--- config.mk ---
export PLATFORM = sky130hd
export DESIGN_NAME = rsfix_apply
export DESIGN_NICKNAME = d
export VERILOG_FILES = /design/src/rtl/rsfix_pkg.sv /design/src/rtl/rsfix_map.sv /design/src/rtl/rsfix_bufport.sv /design/src/rtl/rsfix_ctrl.sv /design/src/rtl/rsfix_apply.sv
export SDC_FILE = /design/constraint.sdc
export NUM_CORES = 1
export LEC_CHECK = 0
export BUFFER_PORTS_ARGS = -buffer_cell sky130_fd_sc_hd__buf_2
export CAP_MARGIN = 10
export CELL_PAD_IN_SITES_DETAIL_PLACEMENT = 0
export CELL_PAD_IN_SITES_GLOBAL_PLACEMENT = 1
export CORE_ASPECT_RATIO = 0.8
export CORE_UTILIZATION = 36
export CTS_CLUSTER_SIZE = 28
export DETAILED_ROUTE_END_ITERATION = 8
export PLACE_DENSITY = 0.71
export SETUP_SLACK_MARGIN = 0.5
export SLEW_MARGIN = 10
export SYNTH_ARGS = -nofsm -noshare
export SYNTH_HDL_FRONTEND = slang
export SYNTH_HIERARCHICAL = 1
export SYNTH_SLANG_ARGS = --single-unit
--- constraint.sdc ---
create_clock -name clk -period 4.65 [get_ports clk]
set_clock_uncertainty 0.05 [all_clocks]
set_input_delay 0.93 -clock clk [delete_from_list [all_inputs] [get_ports clk]]
set_output_delay 0.93 -clock clk [all_outputs]
set_load 0.005 [all_outputs]
--- src/rtl/rsfix_pkg.sv ---
package rsfix_pkg;
    localparam int POS_W   = 11;
    localparam int SYM_W   = 12;
    localparam int BYTE_W  = 8;
    localparam int GADDR_W = 12;

    typedef enum logic [2:0] {
        ST_IDLE,
        ST_RD0,
        ST_WR0,
        ST_RD1,
        ST_WR1,
        ST_REPORT
    } rsfix_state_e;

    typedef struct packed {
        logic [GADDR_W-1:0] addr0;
        logic [BYTE_W-1:0]  pat0;
        logic [GADDR_W-1:0] addr1;
        logic [BYTE_W-1:0]  pat1;
        logic               two;
        logic               reject;
    } rsfix_plan_t;

    function automatic logic [GADDR_W-1:0] three_halves(input logic [POS_W-1:0] p);
        return GADDR_W'(p) + GADDR_W'(p[POS_W-1:1]);
    endfunction
endpackage

--- src/rtl/rsfix_map.sv ---
module rsfix_map
    import rsfix_pkg::*;
#(
    parameter int MAX_POS = 1374
) (
    input  logic [POS_W-1:0] pos,
    input  logic [SYM_W-1:0] val,
    output rsfix_plan_t      plan
);
    logic [GADDR_W-1:0] half;

    always_comb begin
        half = three_halves(pos);
        plan = '0;
        if (pos == '0) begin
            plan.addr0  = '0;
            plan.pat0   = val[7:0];
            plan.two    = 1'b0;
            plan.reject = |val[SYM_W-1:8];
        end else if (pos[0]) begin
            plan.addr0 = half;
            plan.pat0  = val[SYM_W-1:4];
            plan.addr1 = half + GADDR_W'(1);
            plan.pat1  = {val[3:0], 4'h0};
            plan.two   = 1'b1;
        end else begin
            plan.addr0 = half - GADDR_W'(1);
            plan.pat0  = {4'h0, val[SYM_W-1:8]};
            plan.addr1 = half;
            plan.pat1  = val[7:0];
            plan.two   = 1'b1;
        end
        if (pos > POS_W'(MAX_POS))
            plan.reject = 1'b1;
    end
endmodule

--- src/rtl/rsfix_bufport.sv ---
module rsfix_bufport
    import rsfix_pkg::*;
#(
    parameter int DATA_BYTES = 2048,
    parameter int ADDR_W     = $clog2(DATA_BYTES)
) (
    input  logic [GADDR_W-1:0] gaddr,
    output logic               spare,
    output logic [ADDR_W-1:0]  addr
);
    generate
        if (DATA_BYTES == (1 << ADDR_W) && GADDR_W == ADDR_W + 1) begin : g_pow2
            assign spare = gaddr[ADDR_W];
            assign addr  = gaddr[ADDR_W-1:0];
        end else begin : g_generic
            logic [GADDR_W-1:0] off;
            always_comb begin
                spare = (gaddr >= GADDR_W'(DATA_BYTES));
                off   = spare ? (gaddr - GADDR_W'(DATA_BYTES)) : gaddr;
                addr  = off[ADDR_W-1:0];
            end
        end
    endgenerate
endmodule

--- src/rtl/rsfix_ctrl.sv ---
module rsfix_ctrl
    import rsfix_pkg::*;
#(
    parameter int MAX_ERR = 4,
    parameter int CNT_W   = $clog2(MAX_ERR + 1)
) (
    input  logic               clk,
    input  logic               rst,
    input  logic               in_valid,
    input  logic               in_last,
    output logic               in_ready,
    input  rsfix_plan_t        plan_i,
    input  logic [BYTE_W-1:0]  rdata,
    output logic               rd_en,
    output logic               wr_en,
    output logic [GADDR_W-1:0] gaddr,
    output logic [BYTE_W-1:0]  wdata,
    output logic               done,
    output logic               fail,
    output logic [CNT_W-1:0]   cnt
);
    rsfix_state_e state;
    rsfix_plan_t  plan_q;
    logic         last_q;
    logic         fail_q;
    logic [CNT_W-1:0] cnt_q;
    logic         accept;
    logic         second;

    assign accept = in_valid && (state == ST_IDLE);

    always_ff @(posedge clk) begin
        if (rst) begin
            state  <= ST_IDLE;
            plan_q <= '0;
            last_q <= 1'b0;
            fail_q <= 1'b0;
            cnt_q  <= '0;
        end else begin
            case (state)
                ST_IDLE: begin
                    if (accept) begin
                        plan_q <= plan_i;
                        last_q <= in_last;
                        if (fail_q || plan_i.reject || cnt_q == CNT_W'(MAX_ERR)) begin
                            fail_q <= 1'b1;
                            state  <= in_last ? ST_REPORT : ST_IDLE;
                        end else begin
                            cnt_q <= cnt_q + CNT_W'(1);
                            state <= ST_RD0;
                        end
                    end
                end
                ST_RD0:  state <= ST_WR0;
                ST_WR0:  state <= plan_q.two ? ST_RD1 : (last_q ? ST_REPORT : ST_IDLE);
                ST_RD1:  state <= ST_WR1;
                ST_WR1:  state <= last_q ? ST_REPORT : ST_IDLE;
                ST_REPORT: begin
                    fail_q <= 1'b0;
                    cnt_q  <= '0;
                    state  <= ST_IDLE;
                end
                default: state <= ST_IDLE;
            endcase
        end
    end

    always_comb begin
        second   = (state == ST_RD1) || (state == ST_WR1);
        in_ready = (state == ST_IDLE);
        rd_en    = (state == ST_RD0) || (state == ST_RD1);
        wr_en    = (state == ST_WR0) || (state == ST_WR1);
        gaddr    = second ? plan_q.addr1 : plan_q.addr0;
        wdata    = rdata ^ (second ? plan_q.pat1 : plan_q.pat0);
        done     = (state == ST_REPORT);
        fail     = done && fail_q;
        cnt      = (done && !fail_q) ? cnt_q : '0;
    end
endmodule

--- src/rtl/rsfix_apply.sv ---
module rsfix_apply
    import rsfix_pkg::*;
#(
    parameter int DATA_BYTES  = 2048,
    parameter int SPARE_BYTES = 64,
    parameter int MAX_POS     = 1374,
    parameter int MAX_ERR     = 4,
    parameter int ADDR_W      = $clog2(DATA_BYTES),
    parameter int CNT_W       = $clog2(MAX_ERR + 1)
) (
    input  logic              clk,
    input  logic              rst,
    input  logic              in_valid,
    output logic              in_ready,
    input  logic [POS_W-1:0]  in_pos,
    input  logic [SYM_W-1:0]  in_val,
    input  logic              in_last,
    output logic              buf_rd_en,
    output logic              buf_wr_en,
    output logic              buf_spare,
    output logic [ADDR_W-1:0] buf_addr,
    input  logic [BYTE_W-1:0] buf_rdata,
    output logic [BYTE_W-1:0] buf_wdata,
    output logic              done,
    output logic              fail,
    output logic [CNT_W-1:0]  cnt
);
    rsfix_plan_t        plan;
    logic [GADDR_W-1:0] gaddr;

    rsfix_map #(.MAX_POS(MAX_POS)) u_map (
        .pos  (in_pos),
        .val  (in_val),
        .plan (plan)
    );

    rsfix_ctrl #(.MAX_ERR(MAX_ERR), .CNT_W(CNT_W)) u_ctrl (
        .clk      (clk),
        .rst      (rst),
        .in_valid (in_valid),
        .in_last  (in_last),
        .in_ready (in_ready),
        .plan_i   (plan),
        .rdata    (buf_rdata),
        .rd_en    (buf_rd_en),
        .wr_en    (buf_wr_en),
        .gaddr    (gaddr),
        .wdata    (buf_wdata),
        .done     (done),
        .fail     (fail),
        .cnt      (cnt)
    );

    rsfix_bufport #(.DATA_BYTES(DATA_BYTES), .ADDR_W(ADDR_W)) u_port (
        .gaddr (gaddr),
        .spare (buf_spare),
        .addr  (buf_addr)
    );
endmodule

==> implementation parameters, run 1 <==
Parameter                              Value

Placed design
  RD Place Congestion ... a little over 0.8
  HPWL after detailed placement ... between 8000 and 9000 µm
  Number of placed instances with taps included ... between 700 and 800
  Placed cell areas ... around 0.0045 mm²
  Worst slack at placement ... 0.831 ns
  Count of port buffers added during placement ... slightly above 60

Timing
  Worst path setup slack after routing ... 0.973 ns
  Setup violators final ... 0
  Hold Violations, Final ... 0
  Actual transition at the worst max-transition pin ... just under 1 ns
  Number of slew-limit violations in the final report ... 0
  Worst hold slack ... 0.403 ns
  Shortest period the worst path allows ... 3.68 ns
  Max-slew headroom ... approximately a third
  Timing-limited maximum frequency ... 0.272 GHz
  Final setup TNS ... 0 ns
  Unrepaired setup endpoints after global routing ... no
  Portion of the clock cycle consumed by the worst path in the final layout ... 79.1%

Setup path
  CP bufs+invs ... 1
  Setup slack on the worst flop-to-flop path ... between 2 and 3 ns
  Slowest stage delay, CP ... between 0.9 and 1 ns
  Launch point of the critical path ... u_ctrl/state[0]
  Kind of end point of the critical path ... output pin
  Required time at the worst-slack endpoint ... approximately 3.7 ns
  R2r endpoint ... u_ctrl/plan_q[3]
  Logic depth of the worst path, buffers included ... 5
  Critical-path top delay cell ... sky130_fd_sc_hd__dfxtp_1
  Top delay family on crit path ... flip-flops
  Category of the worst setup path launch point ... register
  Critical setup path kind ... reg2out
  Crit path cell chain ... nor2_1, nand2_2, nand2_1, mux2_2, buf_2
  Number of cell instances on the worst register-to-register path ... 5
  Reg-to-reg critical path startpoint ... u_ctrl/state[0]
  Maximum fanout along the worst path ... 28
  Worst Path Arrival ... between 2 and 3 ns
  Critical Path End ... buf_spare

Routing
  Final ANT Viol Nets ... 0
  1st-pass router iterations ... 4
  Via count ... 3911
  Overall routed net length ... approximately 11000 µm
  Final routed DRC violation total ... 0
  Iter 0 DRT Violations ... about 210
  WL per Instance ... 14.9 µm
  Via density ... approximately 5.3

Global route
  All-layer global routing usage ... about a fifth
  Via count of the first global-routing pass ... 3865
  Initial antenna violation count ... 0
  Global route total overflow ... 0
  Wire length of the first global-routing pass ... ~19000 µm
  Pin count of the biggest net entering global routing ... 47

Clock network
  Inserted Clock Buffers ... 5
  Cell chosen for the clock root ... sky130_fd_sc_hd__clkbuf_16
  # Post-CTS Setup Buffers ... 0
  Total number of clock tree sinks ... 49
  Max H-tree Level ... 2
  Buffers from clock root to sink, at most ... 2
  Clock-pin slew reported for the worst setup and hold paths after clock tree synthesis ... approximately 0.06 ns
  Clock tree from TritonCTS ... built
  Hold-fix buffer count after cts ... 0
  Post-cts sizing count ... 0
  Skew-Pair Late Insertion Delay ... 0.28 ns

Power and ir drop
  Total power consumption of the routed design ... 1.44 mW
  Leak ... slightly below 2 nW
  Power density over the cells ... 309 mW/mm²
  Worst supply voltage drop on vdd ... ~0.15 mV

Logic synthesis
  Syn_area_per_cell ... between 7 and 8 µm²
  Number of storage elements in the synthesis netlist ... 49
  Biggest area consumer among synthesized cells ... sky130_fd_sc_hd__dfxtp_1
  Area share of and/or/nand/nor cells after synthesis ... between 20% and 30%
  Post-synthesis instance area ... 0.00428 mm²
  Leading cell type by number of instances after synthesis ... sky130_fd_sc_hd__nand2_1
  Synthesized-area fraction occupied by xor and xnor cells ... under 10%
  Unique cell type count in the Yosys netlist ... between 60 and 70
  Count of warnings emitted by yosys ... 6
  Commonest cells in the synthesized netlist ... sky130_fd_sc_hd__nand2_1, sky130_fd_sc_hd__a21oi_1, sky130_fd_sc_hd__dfxtp_1
  Adder-cell share of the synthesized area ... around 8.7%
  Compound-Gate Fraction of Synth Area ... 19.8%
  Cell count after synthesis ... approximately 560
  Async SR Flop Fraction ... 0%
  Dominant cells by area after synthesis ... sky130_fd_sc_hd__dfxtp_1, sky130_fd_sc_hd__nand2_1, sky130_fd_sc_hd__ha_1, sky130_fd_sc_hd__a21oi_1, sky130_fd_sc_hd__mux2_2
  Part of the Yosys area used for sequential elements ... between 20% and 30%
  Count of flip-flops with a built-in enable after synthesis ... 0
  Multiplexer share of the synthesized area ... 6.82%
  Number of nets produced by synthesis ... roughly 630
  Prevailing post-synth register cell ... sky130_fd_sc_hd__dfxtp_1
  Share of the synthesized area in the top cell type ... a little under a quarter
  Largest family of logic cells by synthesized area ... simple AND/OR/NAND/NOR gates

Final layout
  Post-layout instance count excluding filler cells ... roughly 740
  Layout filler cell count ... between 1000 and 1500
  Number of nets in the finished design ... around 660
  Antenna cell count ... 0
  Fraction of layout cells with a size suffix above 1 ... 18.6%
  Area delta synth->final ... 8.75%
  Post-layout utilization of the core ... roughly 40%
  Fin area ... approximately 0.0047 mm²

Worst hold path
  Min-delay worst type ... reg2reg

Floorplan
  Die extent in y ... around 100 µm
  Area of the core ... approximately 0.012 mm²
  Die area ... 0.0123 mm²
  Initial core utilization ... between 30 and 40%
  Standard-cell row count ... 35
  Boundary Pins ... 63
  Overall die width ... between 100 and 150 µm

Outcome
  Outcome ... complete, no violations

Job
  Number of violations of the max-capacitance limit ... 0
metal layers:
metal | GRT usage, % | wire length, µm | part of all wire [%] | vias to the layer above
met4 | 3.52 | 63 | 0.57 | 0
met2 | 31.0 | 5060 | 46 | 63
met3 | 3.04 | 419 | 3.8 | 4
met5 | 0 | 0 | 0 | -
met1 | 26.2 | 5450 | 50 | 1846
li1 | - | - | - | 1998
worst min-delay path: stages, from the launching register on:
cell and delay (ns):
sky130_fd_sc_hd__dfxtp_1 0.31, sky130_fd_sc_hd__nand2_1 0.05, sky130_fd_sc_hd__a21oi_1 0.05
state kept, by name, indices dropped and copies added, names as in the netlist:
| name | flops |
|---|---|
| u_ctrl/cnt_q | 3 |
| u_ctrl/fail_q | 1 |
| u_ctrl/last_q | 1 |
| u_ctrl/plan_q | 41 |
| u_ctrl/state | 3 |
kinds of logic (layout without fill, tap and decap cells):
| family | count (synthesis) | count (layout) |
|---|---|---|
| simple gates | 240 | 240 |
| compound gates | 126 | 126 |
| buf+inv | 68 | 98 |
| flops | 49 | 49 |
| fa+ha+maj | 29 | 29 |
| mux | 27 | 27 |
| xor+xnor | 22 | 22 |
cells in the final DEF, fill, tap and decap left out, types with 5 or more instances in the layout:
master / synthesis / final
sky130_fd_sc_hd__a21oi_1: 61 / 61
sky130_fd_sc_hd__and3_1: 8 / 8
sky130_fd_sc_hd__buf_2: 0 / 62
sky130_fd_sc_hd__clkbuf_16: 0 / 5
sky130_fd_sc_hd__dfxtp_1: 49 / 49
sky130_fd_sc_hd__ha_1: 28 / 28
sky130_fd_sc_hd__inv_1: 24 / 24
sky130_fd_sc_hd__mux2_2: 13 / 13
sky130_fd_sc_hd__mux2i_1: 13 / 13
sky130_fd_sc_hd__nand2_1: 110 / 110
sky130_fd_sc_hd__nand2b_1: 5 / 5
sky130_fd_sc_hd__nand3_1: 12 / 12
sky130_fd_sc_hd__nand3b_1: 5 / 5
sky130_fd_sc_hd__nand4_1: 8 / 8
sky130_fd_sc_hd__nor2_1: 35 / 35
sky130_fd_sc_hd__nor2b_1: 5 / 5
sky130_fd_sc_hd__nor3_1: 14 / 14
sky130_fd_sc_hd__nor3b_1: 11 / 11
sky130_fd_sc_hd__nor4_1: 5 / 5
sky130_fd_sc_hd__o21ai_0: 19 / 19
sky130_fd_sc_hd__o221ai_1: 8 / 8
sky130_fd_sc_hd__or3_1: 5 / 5
sky130_fd_sc_hd__xnor2_1: 16 / 16
sky130_fd_sc_hd__xor2_1: 5 / 5
how the worst min path moves through the flow:
stage,start,depth (start not counted),to
5_1_grt,u_ctrl/plan_q[41],2,u_ctrl/plan_q[41]
2_1_floorplan,u_ctrl/plan_q[10],2,u_ctrl/plan_q[10]
6_report,u_ctrl/plan_q[36],2,u_ctrl/plan_q[36]
4_1_cts,u_ctrl/plan_q[36],2,u_ctrl/plan_q[36]
3_3_place_gp,u_ctrl/plan_q[20],2,u_ctrl/plan_q[20]
3_5_place_dp,u_ctrl/plan_q[41],2,u_ctrl/plan_q[41]
layout make-up:
cell class	count	area, µm²	area share, %
flip-flops and latches	49	981	21.1
well taps	148	185	3.98
clock buffers	7	143	3.07
multi-input cells	444	2910	62.5
repair buffers	66	340	7.32
inverters	25	93.8	2.02
power by group:
| group | internal (mW) | total, mW | leakage, nW | switching, mW |
|---|---|---|---|---|
| clock | 0.212 | 0.364 | 0.0700 | 0.153 |
| sequential | 0.467 | 0.517 | 0.401 | 0.0494 |
| combinational | 0.235 | 0.557 | 1.48 | 0.322 |
| total | 0.914 | 1.44 | 1.95 | 0.525 |
Note: power is estimated with default switching activity, not from simulation.
==> inputs of run 2 (changes only) <==
--- a/config.mk
+++ b/config.mk
@@ -13,7 +13,7 @@
 export CORE_UTILIZATION = 36
 export CTS_CLUSTER_SIZE = 28
 export DETAILED_ROUTE_END_ITERATION = 8
-export PLACE_DENSITY = 0.71
+export PLACE_DENSITY = 0.74
 export SETUP_SLACK_MARGIN = 0.5
 export SLEW_MARGIN = 10
 export SYNTH_ARGS = -nofsm -noshare
==> constraint.sdc (replaced) <==
create_clock -name clk -period 3.35 [get_ports clk]
set_clock_uncertainty 0.05 [all_clocks]
set_input_delay 0.67 -clock clk [delete_from_list [all_inputs] [get_ports clk]]
set_output_delay 0.67 -clock clk [all_outputs]
set_load 0.005 [all_outputs]
==> run 2 against run 1 <==
Compared with the run above: final area increased by 8.0%; final cell count is 3.4% higher; sequential cell count did not move; clock-buffer cell count unchanged.
==> implementation parameters, run 2 (synthesis gave the netlist of run 1 again) <==
Parameter                              Value

Outcome
  Outcome ... complete, no violations

Power and ir drop
  Power density over the cells ... approximately 410 mW/mm²
  Total power consumption of the routed design ... a little over 2 mW
  Leak ... between 2 and 2.5 nW
  Worst supply voltage drop on vdd ... 0.215 mV

Final layout
  Area delta synth->final ... 17.4%
  Max reg flops ... a little over 40
  Number of nets in the finished design ... 680
  Registers with the most flip-flops ... u_ctrl/plan_q (41), u_ctrl/cnt_q (3), u_ctrl/state (3)
  Most common library cell in the layout ignoring fill and taps ... sky130_fd_sc_hd__nand2_1
  Antenna cell count ... 0
  Register cell area after layout ... roughly 980 µm²
  Post-layout utilization of the core ... a little over two fifths
  Most used cells in the layout excluding fill and tap cells ... sky130_fd_sc_hd__nand2_1, sky130_fd_sc_hd__buf_2, sky130_fd_sc_hd__a21oi_1
  Fraction of layout cells with a size suffix above 1 ... 26.1%
  Area used by multi-input combinational logic ... 0.00307 mm²
  Fin area ... ~0.0050 mm²
  Layout filler cell count ... 1230
  Most flops, register ... u_ctrl/plan_q
  Post-layout instance count excluding filler cells ... 764

Timing
  Shortest period the worst path allows ... roughly 2.8 ns
  Unrepaired setup endpoints after global routing ... yes
  Number of slew-limit violations in the final report ... 0
  Portion of the clock cycle consumed by the worst path in the final layout ... a little over four fifths
  Final setup TNS ... 0 ns
  Worst hold slack ... 0.403 ns
  Max-slew headroom ... between 40 and 50%
  Timing-limited maximum frequency ... approximately 0.35 GHz
  Setup violators final ... 0
  Hold Violations, Final ... 0
  Actual transition at the worst max-transition pin ... between 0.8 and 0.9 ns
  Worst path setup slack after routing ... a little over 0.5 ns

Placed design
  Worst slack at placement ... about 0.021 ns
  Placed cell areas ... approximately 0.0046 mm²
  Number of placed instances with taps included ... around 740
  HPWL after detailed placement ... between 8000 and 9000 µm
  RD Place Congestion ... between 0.8 and 0.9
  Count of port buffers added during placement ... 62

Floorplan
  Die extent in y ... 99.5 µm
  Area of the core ... between 0.01 and 0.015 mm²
  Boundary Pins ... 63
  Standard-cell row count ... 35
  Overall die width ... around 120 µm
  Initial core utilization ... between 30% and 40%
  Die area ... ~0.012 mm²

Setup path
  Maximum fanout along the worst path ... 3
  Worst Path Arrival ... 3.00 ns
  Critical setup path kind ... in2reg
  Kind of end point of the critical path ... register
  Category of the worst setup path launch point ... primary input
  Required time at the worst-slack endpoint ... about 3.5 ns

Routing
  Via density ... between 5 and 6
  Final routed DRC violation total ... 0
  Overall routed net length ... around 11000 µm
  Iter 0 DRT Violations ... 190
  Final ANT Viol Nets ... 0
  1st-pass router iterations ... 4
  Via count ... between 4000 and 5000
  WL per Instance ... 14.8 µm

Clock network
  Clock-pin slew reported for the worst setup and hold paths after clock tree synthesis ... roughly 0.06 ns
  Cell chosen for the clock root ... sky130_fd_sc_hd__clkbuf_16
  Inserted Clock Buffers ... 5
  Total number of clock tree sinks ... 49
  Skew-Pair Late Insertion Delay ... 0.29 ns
  Buffers from clock root to sink, at most ... 2
  Clock tree from TritonCTS ... built
  Max H-tree Level ... 2
  Hold-fix buffer count after cts ... 0

Global route
  Initial antenna violation count ... 0
  Via count of the first global-routing pass ... around 3600
  Pin count of the biggest net entering global routing ... between 40 and 50
  All-layer global routing usage ... 18.6%
  Wire length of the first global-routing pass ... 18300 µm
  Global route total overflow ... 0

Job
  Number of violations of the max-capacitance limit ... 0

Worst hold path
  Min-delay worst type ... reg2reg
-- run 2: per-layer routing --
layer / vias to the layer above / GRT usage, % / share of wire (%)
li1: 2048 / - / -
met1: 1887 / 27.6 / 51
met2: 81 / 28.3 / 45
met3: 6 / 3.04 / 3.8
met4: 0 / 3.06 / 0.52
met5: - / 0 / 0
-- run 2: layout make-up --
class | count | share of cell area, %
repair buffers | 91 | 10.9
flip-flops and latches | 49 | 19.6
clock buffers | 7 | 2.84
inverters | 25 | 1.87
multi-input cells | 444 | 61.1
well taps | 148 | 3.69
-- run 2: repair_timing --
item                       4_1_cts  5_1_grt
gates resized for setup          9       24
pin swaps                        8       16
setup endpoints to repair       17       13
buffers inserted                 4       10
-- run 2: worst paths after layout --
| kind | end | from | slack (ns) | cells after the start |
|---|---|---|---|---|
| worst min-delay path | u_ctrl/plan_q[14] | u_ctrl/plan_q[14] | 0.40 | 2 |
| worst max-delay path | u_ctrl/plan_q[15] | in_pos[1] | 0.51 | 11 |
| worst max register to register | u_ctrl/cnt_q[2] | u_ctrl/state[2] | 1.54 | 6 |
| worst min register to register | u_ctrl/plan_q[14] | u_ctrl/plan_q[14] | 0.40 | 2 |
-- run 2: critical path, cell delays in order --
cell and delay [ns]:
sky130_fd_sc_hd__buf_8 0.11, sky130_fd_sc_hd__ha_4 0.15, sky130_fd_sc_hd__fa_2 0.39, sky130_fd_sc_hd__xor2_2 0.17, sky130_fd_sc_hd__nand4_1 0.15, sky130_fd_sc_hd__nor3_2 0.21
sky130_fd_sc_hd__mux2_4 0.32, sky130_fd_sc_hd__or4_1 0.46, sky130_fd_sc_hd__a21oi_1 0.15, sky130_fd_sc_hd__nand2_1 0.06, sky130_fd_sc_hd__a21oi_1 0.14
-- run 2: where the power goes --
| group | internal, mW | switching, mW |
|---|---|---|
| clock network | 0.294 | 0.210 |
| logic | 0.380 | 0.490 |
| registers | 0.649 | 0.0500 |
| total | 1.32 | 0.751 |
==> inputs of run 3 (changes only) <==
==> constraint.sdc (replaced) <==
create_clock -name clk -period 2.6 [get_ports clk]
set_clock_uncertainty 0.05 [all_clocks]
set_input_delay 0.52 -clock clk [delete_from_list [all_inputs] [get_ports clk]]
set_output_delay 0.52 -clock clk [all_outputs]
set_load 0.005 [all_outputs]
==> run 3 against run 2 <==
Compared with the run above: first-iteration DRC count increased by 5.8%; global-route usage increased by 2.4 points; the run now ends with negative setup slack left; largest power group unchanged; final area is 28% higher; sequential share of layout area shrank 4.1 points; worst hold slack about the same; combinational power rose by 93%; clock-buffer cell count decreased by 2.
==> implementation parameters, run 3 (synthesis gave the netlist of run 1 again) <==
Parameter                              Value

Global route
  All-layer global routing usage ... a little over a fifth
  Wire length of the first global-routing pass ... 20600 µm
  Initial antenna violation count ... 0
  Via count of the first global-routing pass ... 4286
  Global route total overflow ... 0
  Pin count of the biggest net entering global routing ... 47

Clock network
  Max H-tree Level ... 2
  Total number of clock tree sinks ... between 40 and 50
  Inserted Clock Buffers ... 5
  Clock-pin slew reported for the worst setup and hold paths after clock tree synthesis ... approximately 0.070 ns
  Cell chosen for the clock root ... sky130_fd_sc_hd__clkbuf_16
  Buffers from clock root to sink, at most ... 2
  Skew-Pair Late Insertion Delay ... ~0.29 ns
  Clock tree from TritonCTS ... built

Final layout
  Number of nets in the finished design ... 760
  Fin area ... ~0.0064 mm²
  Most common library cell in the layout ignoring fill and taps ... sky130_fd_sc_hd__nand2_1
  Registers with the most flip-flops ... u_ctrl/plan_q (41), u_ctrl/cnt_q (3), u_ctrl/state (3)
  Post-layout utilization of the core ... 55.5%
  Antenna cell count ... 0
  Post-layout instance count excluding filler cells ... approximately 850
  Most used cells in the layout excluding fill and tap cells ... sky130_fd_sc_hd__nand2_1, sky130_fd_sc_hd__buf_4, sky130_fd_sc_hd__a21oi_1
  Fraction of layout cells with a size suffix above 1 ... between 40% and 50%
  Area delta synth->final ... 50.1%
  Layout filler cell count ... around 1100
  Most flops, register ... u_ctrl/plan_q
  Max reg flops ... between 40 and 50

Routing
  Final ANT Viol Nets ... 0
  Detailed-routed wire length on met3 ... about 470 µm
  Uppermost layer routed ... met4
  1st-pass router iterations ... 4
  Routed length on met2 ... slightly above 6000 µm
  Iter 0 DRT Violations ... ~200
  Final routed DRC violation total ... 0
  Routed metal-1 wire length ... around 6000 µm
  Via density ... 5.28
  Overall routed net length ... about 13000 µm
  Via count ... between 4000 and 5000
  WL per Instance ... 15.2 µm

Setup path
  Launch point of the critical path ... in_pos[1]
  Worst Path Arrival ... about 2.9 ns
  Number of cell instances on the worst register-to-register path ... 8
  R2r endpoint ... u_ctrl/cnt_q[2]
  Critical Path End ... u_ctrl/plan_q[15]
  Setup slack on the worst flop-to-flop path ... about 0.7 ns
  Category of the worst setup path launch point ... primary input
  Maximum fanout along the worst path ... 3
  Reg-to-reg critical path startpoint ... u_ctrl/state[0]
  Critical setup path kind ... in2reg
  Required time at the worst-slack endpoint ... approximately 2.8 ns
  Kind of end point of the critical path ... register

Timing
  Shortest period the worst path allows ... 2.69 ns
  Timing-limited maximum frequency ... 0.372 GHz
  Final setup TNS ... -0.230 ns
  Unrepaired setup endpoints after global routing ... yes
  Portion of the clock cycle consumed by the worst path in the final layout ... 103%
  Setup violators final ... 4
  Actual transition at the worst max-transition pin ... 0.519 ns
  Max-slew headroom ... between 60% and 70%
  Worst path setup slack after routing ... -0.0877 ns
  Worst hold slack ... between 0.4 and 0.5 ns
  Number of slew-limit violations in the final report ... 0
  Hold Violations, Final ... 0

Floorplan
  Area of the core ... 0.0116 mm²
  Boundary Pins ... 63
  Standard-cell row count ... 35
  Overall die width ... ~120 µm
  Die area ... about 0.012 mm²
  Initial core utilization ... 37.0%
  Die extent in y ... approximately 100 µm

Placed design
  Count of port buffers added during placement ... 62
  Number of placed instances with taps included ... approximately 800
  HPWL after detailed placement ... about 8700 µm
  RD Place Congestion ... approximately 0.8
  Worst slack at placement ... -0.508 ns
  Placed cell areas ... roughly 0.005 mm²

Power and ir drop
  Leak ... 2.67 nW
  Worst supply voltage drop on vdd ... roughly 0.38 mV
  Total power consumption of the routed design ... between 3 and 4 mW
  Power density over the cells ... between 500 and 600 mW/mm²

Outcome
  Outcome ... finished, violations left
  Violated checks ... negative setup slack

Worst hold path
  Min-delay worst type ... reg2reg
  Worst hold path depth ... 2

Job
  Number of violations of the max-capacitance limit ... 0
-- run 3: area by class of cell --
type                    instances  area, µm²  area share, %
clock buffers                   5        125           1.95
clock inverters                 3       46.3          0.721
inverters                      25        106           1.66
multi-input cells             444       3570           55.7
flip-flops and latches         49        992           15.5
well taps                     148        185           2.88
repair buffers                171       1390           21.7
-- run 3: how the worst min path moves through the flow --
| stage | startpoint | end | slack [ns] |
|---|---|---|---|
| after global placement | u_ctrl/plan_q[32] | u_ctrl/plan_q[32] | 0.39 |
| after CTS | u_ctrl/plan_q[13] | u_ctrl/plan_q[13] | 0.41 |
| after floorplan | u_ctrl/plan_q[10] | u_ctrl/plan_q[10] | 0.38 |
| after detailed placement | u_ctrl/plan_q[13] | u_ctrl/plan_q[13] | 0.39 |
| final | u_ctrl/plan_q[14] | u_ctrl/plan_q[14] | 0.40 |
| after global routing | u_ctrl/plan_q[35] | u_ctrl/plan_q[35] | 0.43 |
-- run 3: layer usage --
layer  vias up  GRT usage, %
met5         -             0
met4         0          4.54
met3        17          3.33
met2        98          34.7
met1      2122          28.7
li1       2225             -
-- run 3: timing repair --
| action | 4_1_cts | 5_1_grt |
|---|---|---|
| gates resized for setup | 141 | 43 |
| buffers inserted | 16 | 13 |
| endpoints found under the hold margin | 0 | 0 |
| cloned | 2 | 1 |
| pin swaps | 36 | 42 |
| hold buffers | 0 | 0 |
| setup endpoints to repair | 46 | 48 |
-- run 3: where the power goes --
| group | switching [mW] | internal, mW | leakage, nW |
|---|---|---|---|
| Clock | 0.303 | 0.456 | 0.0800 |
| Sequential | 0.0833 | 0.837 | 0.403 |
| Combinational | 0.814 | 0.865 | 2.19 |
| Total | 1.20 | 2.16 | 2.67 |
-- run 3: worst max-delay path, stage by stage --
cell                      delay [ns]
sky130_fd_sc_hd__buf_12         0.11
sky130_fd_sc_hd__ha_4           0.15
sky130_fd_sc_hd__fa_2           0.39
sky130_fd_sc_hd__xor2_2         0.19
sky130_fd_sc_hd__nand4_1        0.14
sky130_fd_sc_hd__nor3_2         0.18
sky130_fd_sc_hd__mux2_4         0.32
sky130_fd_sc_hd__or4_1          0.50
sky130_fd_sc_hd__a21oi_1        0.14
sky130_fd_sc_hd__nand2_1        0.06
sky130_fd_sc_hd__a21oi_1        0.15
